--- config.mk ---
export PLATFORM = sky130hd
export DESIGN_NAME = alu_bypass_select
export DESIGN_NICKNAME = d
export VERILOG_FILES = /design/src/rtl/alu_bypass_pkg.sv /design/src/rtl/bypass_hit.sv /design/src/rtl/bypass_operand.sv /design/src/rtl/alu_bypass_select.sv
export SDC_FILE = /design/constraint.sdc
export NUM_CORES = 1
export LEC_CHECK = 0
export ABC_AREA = 1
export BUFFER_PORTS_ARGS = -buffer_cell sky130_fd_sc_hd__buf_2
export CELL_PAD_IN_SITES_DETAIL_PLACEMENT = 0
export CELL_PAD_IN_SITES_GLOBAL_PLACEMENT = 1
export CORE_ASPECT_RATIO = 1.1
export CORE_MARGIN = 8
export CORE_UTILIZATION = 28
export DETAILED_ROUTE_END_ITERATION = 8
export PLACE_DENSITY_LB_ADDON = 0.08
export REMOVE_ABC_BUFFERS = 1
export SKIP_LAST_GASP = 1
export SLEW_MARGIN = 20
export SYNTH_ARGS = -nofsm -noshare
export SYNTH_HDL_FRONTEND = slang
export SYNTH_SLANG_ARGS = --single-unit
--- constraint.sdc ---
create_clock -name vclk -period 0.8
set_input_delay 0.16 -clock vclk [all_inputs]
set_output_delay 0.16 -clock vclk [all_outputs]
set_load 0.01 [all_outputs]
--- src/rtl/alu_bypass_pkg.sv ---
// Shared encoding of the operand source select.
// Assumes the consuming multiplexer decodes the code 11 as unused.
package alu_bypass_pkg;

    localparam int unsigned REG_AW = 5;

    typedef enum logic [1:0] {
        SRC_REGFILE = 2'b00,
        SRC_MEM     = 2'b01,
        SRC_WB      = 2'b10
    } src_sel_t;

endpackage

--- src/rtl/bypass_hit.sv ---
// Decides whether one older producer supplies the register an operand reads.
// Assumes register 0 is hard-wired and is never a forwarding target.
module bypass_hit #(
    parameter int unsigned AW = 5
) (
    input  logic [AW-1:0] src_i,
    input  logic [AW-1:0] dst_i,
    input  logic          we_i,
    output logic          hit_o
);

    localparam logic [AW-1:0] ZERO_REG = '0;

    // Compare numbers, qualified by the write enable and the zero register.
    always_comb begin
        hit_o = we_i && (dst_i == src_i) && (src_i != ZERO_REG);
    end

endmodule

--- src/rtl/bypass_operand.sv ---
// Produces the select for a single ALU operand from the two producer hits.
// Assumes the memory-stage producer is younger than the write-back one.
module bypass_operand
    import alu_bypass_pkg::*;
#(
    parameter int unsigned AW = 5
) (
    input  logic          valid_i,
    input  logic [AW-1:0] src_i,
    input  logic [AW-1:0] mem_dst_i,
    input  logic          mem_we_i,
    input  logic [AW-1:0] wb_dst_i,
    input  logic          wb_we_i,
    output src_sel_t      sel_o
);

    logic near_hit;
    logic far_hit;

    bypass_hit #(.AW(AW)) near_cmp_i (
        .src_i (src_i),
        .dst_i (mem_dst_i),
        .we_i  (mem_we_i),
        .hit_o (near_hit)
    );

    bypass_hit #(.AW(AW)) far_cmp_i (
        .src_i (src_i),
        .dst_i (wb_dst_i),
        .we_i  (wb_we_i),
        .hit_o (far_hit)
    );

    // Priority pick: the nearer producer first, then the older one, else the register file.
    always_comb begin
        if (!valid_i)      sel_o = SRC_REGFILE;
        else if (near_hit) sel_o = SRC_MEM;
        else if (far_hit)  sel_o = SRC_WB;
        else               sel_o = SRC_REGFILE;
    end

endmodule

--- src/rtl/alu_bypass_select.sv ---
// Top of the operand bypass selector: one selector per ALU operand.
// Assumes all inputs come straight from pipeline registers; purely combinational.
module alu_bypass_select
    import alu_bypass_pkg::*;
#(
    parameter int unsigned AW     = REG_AW,
    parameter int unsigned NUM_OP = 2
) (
    input  logic          ex_valid_i,
    input  logic [AW-1:0] ex_src_a_i,
    input  logic [AW-1:0] ex_src_b_i,
    input  logic [AW-1:0] mem_dst_i,
    input  logic          mem_we_i,
    input  logic [AW-1:0] wb_dst_i,
    input  logic          wb_we_i,
    output logic [1:0]    sel_a_o,
    output logic [1:0]    sel_b_o
);

    logic [AW-1:0] op_src [NUM_OP];
    src_sel_t      op_sel [NUM_OP];

    // Gather the operand source numbers into an indexable array.
    always_comb begin
        op_src[0] = ex_src_a_i;
        op_src[1] = ex_src_b_i;
    end

    for (genvar g = 0; g < NUM_OP; g++) begin : g_op
        bypass_operand #(.AW(AW)) op_i (
            .valid_i   (ex_valid_i),
            .src_i     (op_src[g]),
            .mem_dst_i (mem_dst_i),
            .mem_we_i  (mem_we_i),
            .wb_dst_i  (wb_dst_i),
            .wb_we_i   (wb_we_i),
            .sel_o     (op_sel[g])
        );
    end

    // Drive the per-operand selects onto the output ports.
    always_comb begin
        sel_a_o = op_sel[0];
        sel_b_o = op_sel[1];
    end

endmodule

==> results of run 1 <==
cells by family after synthesis:
group | Yosys count | synth area share, %
simple gates | 111 | 78.75
buf+inv | 27 | 18.12
compound gates | 3 | 3.133
critical path, delay by kind of cell:
kind | cells | cell delay [ns]
buffers and inverters | 4 | 0.35
and+or+nand+nor | 6 | 0.35
metrics by stage:
stage               hold WS (ns)  worst slack [ns]  total power, mW  util (%)  instances
global route              0.7747           -0.2938           0.5526     53.39        198
finish                    0.7285           -0.2221           0.4993     53.39        198
floorplan                 0.4297          -0.01089           0.1851         -        141
global placement          0.7833           -0.3053           0.3238     37.66        197
CTS                       0.7764           -0.2632           0.3999     43.99        198
detailed placement        0.7832           -0.2947           0.3241     37.66        197
cell type report:
cell class	instances	area [sq um]	area share (%)
tap	28	35.03	3.353
multi-input combinational	114	561.8	53.77
timing repair buffer	29	309.0	29.58
inverter	27	138.9	13.29
Yosys cell counts (all sizes together):
cell	instances	area share, %
a21boi	1	1.3
a21oi	2	1.8
nand2	78	52
inv	27	18
nand3	9	8.9
nor2	24	17
metal layers:
metal | vias up | track usage [%] | part of all wire [%] | wire length [microns]
li1 | 473 | - | - | -
met1 | 354 | 13.30 | 43 | 884
met2 | 18 | 20.72 | 51 | 1052
met3 | 0 | 1.440 | 5.3 | 108
met4 | 0 | 0 | 0 | 0
met5 | - | 0 | 0 | 0
cells in the final DEF, fill, tap and decap left out:
master and count:
inv_6 2, inv_4 8, buf_6 9, nor2_2 10, buf_4 5, inv_1 6, nand2_1 58, nand3_2 6
nand3_1 3, inv_2 10, nor2_1 14, nand2_2 20, a21boi_2 1, inv_8 1, buf_2 6, buf_12 1
buf_8 8, a21oi_2 2
report_power, final:
part	leakage, nW	internal [mW]	switching [mW]
clock network	0	0	0
registers	0	0	0
logic	0.605	0.243	0.256
total	0.605	0.243	0.256
final timing paths:
kind                         end  cells past startpoint  slack, ns
worst min-delay path  sel_b_o[0]                      5       0.73
worst max-delay path  sel_a_o[1]                     10      -0.22
what timing repair did:
item                       in CTS  in global routing
pin swaps                      25                 34
cloned                          0                  0
setup endpoints to repair       4                  4
buffers inserted                1                  0
gates resized for setup        47                 60
==> flow_summary.yaml, run 1 <==
placement:
  hpwlAfterDp_mm: 1.719
  portBuffers: 27
  placed_area_sq_um: 737.0
  place_congestion: 0.9189
floorplan:
  dieArea_sq_um: 3685
  die_w_microns: 58.61
  num_io_pins: 27
  die_y_microns: 62.88
  initial_core_util_pct: 28.58
  core_area_sq_um: 1957
  rows: 17
setup_path:
  worstSetupEndpointType: "output pin"
  cp_slowest_cell: "buf_2"
  path_class: "input port to output pin"
  required_ns: 0.64
  critPathArrivalTime_ns: 0.86
  worst_setup_path_start_kind: "input port"
  cp_slowest_stage_delay_ns: 0.13
  startpoint: "ex_src_a_i[2]"
  path_cells: "buf_8 -> inv_4 -> buf_6 -> nand2_1 -> nand2_1 -> nor2_1 -> nand2_1 -> nor2_2 -> nor2_1 -> buf_2"
  cpMostUsedCell: "nand2_1"
  path_max_fanout: 5
cells_and_area:
  nClkBuffers: 0
  fillers: 244
  final_nets: 195
  seqCellArea_sq_um: 0
  design_area_sq_um: 1045
  seq_cells: 0
  areaGrowthSynthToFinish_pct: 86.80
  drive_gt1_share_pct: 52.35
  antenna_cells: 0
sta:
  hold_violations: 0
  finalSetupViolations: 4
  fin_crit_sh_pct: 127.8
  rsz0062_at_grt: "true"
  max_freq_ghz: 0.9783
  tightest_slew_ns: 0.1171
  maxSlewViolCount: 0
  slew_headroom_pct: 92.16
  setup_ws_ns: -0.2221
  fin_tns_setup_ns: -0.8553
  finalCriticalPeriod_ns: 1.022
power:
  peakVddDrop_mv: 0.2211
  p_per_area_nw_per_um2: 478.0
  p_leak_nw: 0.6050
synth:
  netlist_instances: 141
  synthesis.area_sq_um: 559.3
  synth_cell_types: 9
  syn_avg_cell_area_sq_um: 3.967
  synth-seq-area-share_pct: 0
  yosysWarnings: 0
status:
  violations: "setup timing"
  outcome: "finished with violations"
global_routing:
  grt_pass1_wl_mm: 3.477
  grt_max_degree: 6
  grt_util_all_layers_pct: 11.01
  grt_antenna_before_repair: 0
  grt_overflow: 0
  grt_pass1_vias: 845
routing:
  routedWlPerCell_microns: 10.33
  viasPerCell: 4.268
  first_pass_iters: 4
  drc_errors: 0
  vias: 845
  ant_nets: 0
  wirelength_mm: 2.045
  dr.first_iter.drc_count: 10
hold_path:
  hold_path.class: "input port to output pin"
  min_from: "ex_valid_i"
job:
  cap_violations: 0
clock_tree:
  hold_buffers: 0
Power figures use the tool's default switching activity.
==> run 2, diff against run 1 <==
Settings changed: ABC_AREA 1 to default, CORE_AREA from default to 8 8 45 47, CORE_ASPECT_RATIO 1.1 to default, CORE_MARGIN 8 to default, CORE_UTILIZATION 28 to default, DIE_AREA from default to 0 0 53 55.
==> run 2 against run 1 <==
Compared with the run above: sequential share of layout area unchanged; die area decreased by 21%; critical endpoint unchanged; flip-flop and latch count unchanged; the flow still finishes with violations (setup timing); wire length decreased by 37%; count of clock-buffer cells in the layout unchanged; setup slack got worse by 0.56 ns; synthesized area decreased by 42%.
==> flow_summary.yaml, run 2 <==
sta:
  setup_ws_ns: -0.7818
  hold_violations: 0
  fin_tns_setup_ns: -2.883
  maxSlewViolCount: 0
  fin_crit_sh_pct: 197.7
  finalSetupViolations: 4
  rsz0062_at_grt: "true"
  tightest_slew_ns: 0.2728
  finalCriticalPeriod_ns: 1.582
  max_freq_ghz: 0.6322
  slew_headroom_pct: 81.81
cells_and_area:
  final_nets: 114
  multi_input_area_sq_um: 362.8
  drive_gt1_share_pct: 69.66
  nClkBuffers: 0
  layout_common_cells: "24 x buf_2, 23 x buf_4, 12 x xnor2_1"
  seqCellArea_sq_um: 0
  seq_cells: 0
  design_area_sq_um: 737.0
  areaGrowthSynthToFinish_pct: 126.5
  fillers: 141
  final_common_cell: "buf_2"
  antenna_cells: 0
global_routing:
  grt_overflow: 0
  grt_max_degree: 4
  grt_pass1_vias: 511
  grt_antenna_before_repair: 0
  grt_pass1_wl_mm: 2.159
  grt_util_all_layers_pct: 9.210
floorplan:
  initial_core_util_pct: 23.51
  core_area_sq_um: 1384
  num_io_pins: 27
  rows: 14
  die_y_microns: 55
  die_w_microns: 53
  dieArea_sq_um: 2915
setup_path:
  path_buf_inv: 2
  path_max_fanout: 2
  worst_setup_path_start_kind: "input port"
  path_cells: "buf_6 -> or4_4 -> nor2_4 -> nor4_4 -> nor4_2 -> buf_2"
  cp_slowest_stage_delay_ns: 0.54
  critPathArrivalTime_ns: 1.42
  path_class: "input port to output pin"
  cp_slowest_cell: "or4_4"
  worstSetupEndpointType: "output pin"
  cp_top_family: "simple AND/OR/NAND/NOR gates"
  required_ns: 0.64
routing:
  dr.first_iter.drc_count: 5
  vias: 452
  routedWlPerCell_microns: 12.23
  drc_errors: 0
  ant_nets: 0
  viasPerCell: 4.305
  first_pass_iters: 2
  wirelength_mm: 1.284
synth:
  synth_top_area_share_pct: 35.00
  yosys-top-cells-count: "13 x xnor2_1, 5 x xor2_1, 4 x nor4_2"
  synth-seq-area-share_pct: 0
  synth.most_common_cell: "xnor2_1"
  synthesis.area_sq_um: 325.3
  netlist_instances: 38
  yosysWarnings: 0
  synth_top_area_cell: "xnor2_1"
  synth_cell_types: 13
  synth_area_leaders: "xnor2_1 35%, nor4_2 15%, xor2_1 13%, nor2_4 6.9%, or4_4 6.9%"
  syn_avg_cell_area_sq_um: 8.561
placement:
  portBuffers: 27
  hpwlAfterDp_mm: 1.164
  placed_area_sq_um: 643.1
  place_congestion: 0.8163
status:
  outcome: "finished with violations"
  violations: "setup timing"
power:
  p_leak_nw: 0.3391
  power.total_mw: 0.3344
  p_per_area_nw_per_um2: 453.8
  peakVddDrop_mv: 0.1966
hold_path:
  hold_path.class: "input port to output pin"
job:
  cap_violations: 0
clock_tree:
  hold_buffers: 0
[run 2: cell count changes after synthesis, sizes merged, moves of 3 or more]
cell   change
inv       -25
nor2      -22
nor4       +4
xnor2     +13
nand4      +3
xor2       +5
and2       +3
nand2     -77
nand3      -8
[run 2: area by class of cell]
| cell class | instances | share of cell area, % |
|---|---|---|
| Timing Repair Buffer | 51 | 47.03 |
| Inverter | 2 | 1.019 |
| Multi-Input combinational cell | 36 | 49.24 |
| Tap cell | 16 | 2.716 |
[run 2: worst paths after layout]
kind / startpoint / endpoint / cells past startpoint
worst min-delay path: ex_valid_i / sel_a_o[0] / 4
worst max-delay path: ex_src_a_i[1] / sel_a_o[1] / 6
[run 2: cells by family (layout without fill, tap and decap cells)]
group / count (synthesis) / in the layout / synth area share [%]
xor+xnor: 18 / 18 / 48.46
compound gates: 2 / 2 / 5.386
buf+inv: 2 / 53 / 2.309
simple gates: 16 / 16 / 43.84
[run 2: through the flow]
stage          util [%]  setup WS (ns)  hold WS, ns  cells
2_1_floorplan         -        -0.5605       0.4586     38
6_report          53.25        -0.7818       0.7196    105
5_1_grt           53.25        -0.8700       0.7336    105
3_5_place_dp      46.47        -0.7883       0.7307    101
4_1_cts           49.10        -0.7901       0.7292    103
3_3_place_gp      46.47        -0.7813       0.7277    101
[run 2: timing repair]
action	4_1_cts	5_1_grt
gates resized for setup	3	6
endpoints found under the hold margin	0	0
setup buffers	2	3
endpoints found under the setup margin	4	4
cloned	0	0
pin swaps	1	3
[run 2: report_power, final]
part           internal [mW]  total (mW)  switching [mW]
clock                      0           0               0
combinational          0.193       0.334           0.141
sequential                 0           0               0
[run 2: routing by layer]
metal	share of wire, %	track usage, %
met4	0	0
met3	4.5	0.5348
met1	46	12.07
met5	0	0
met2	50	16.99
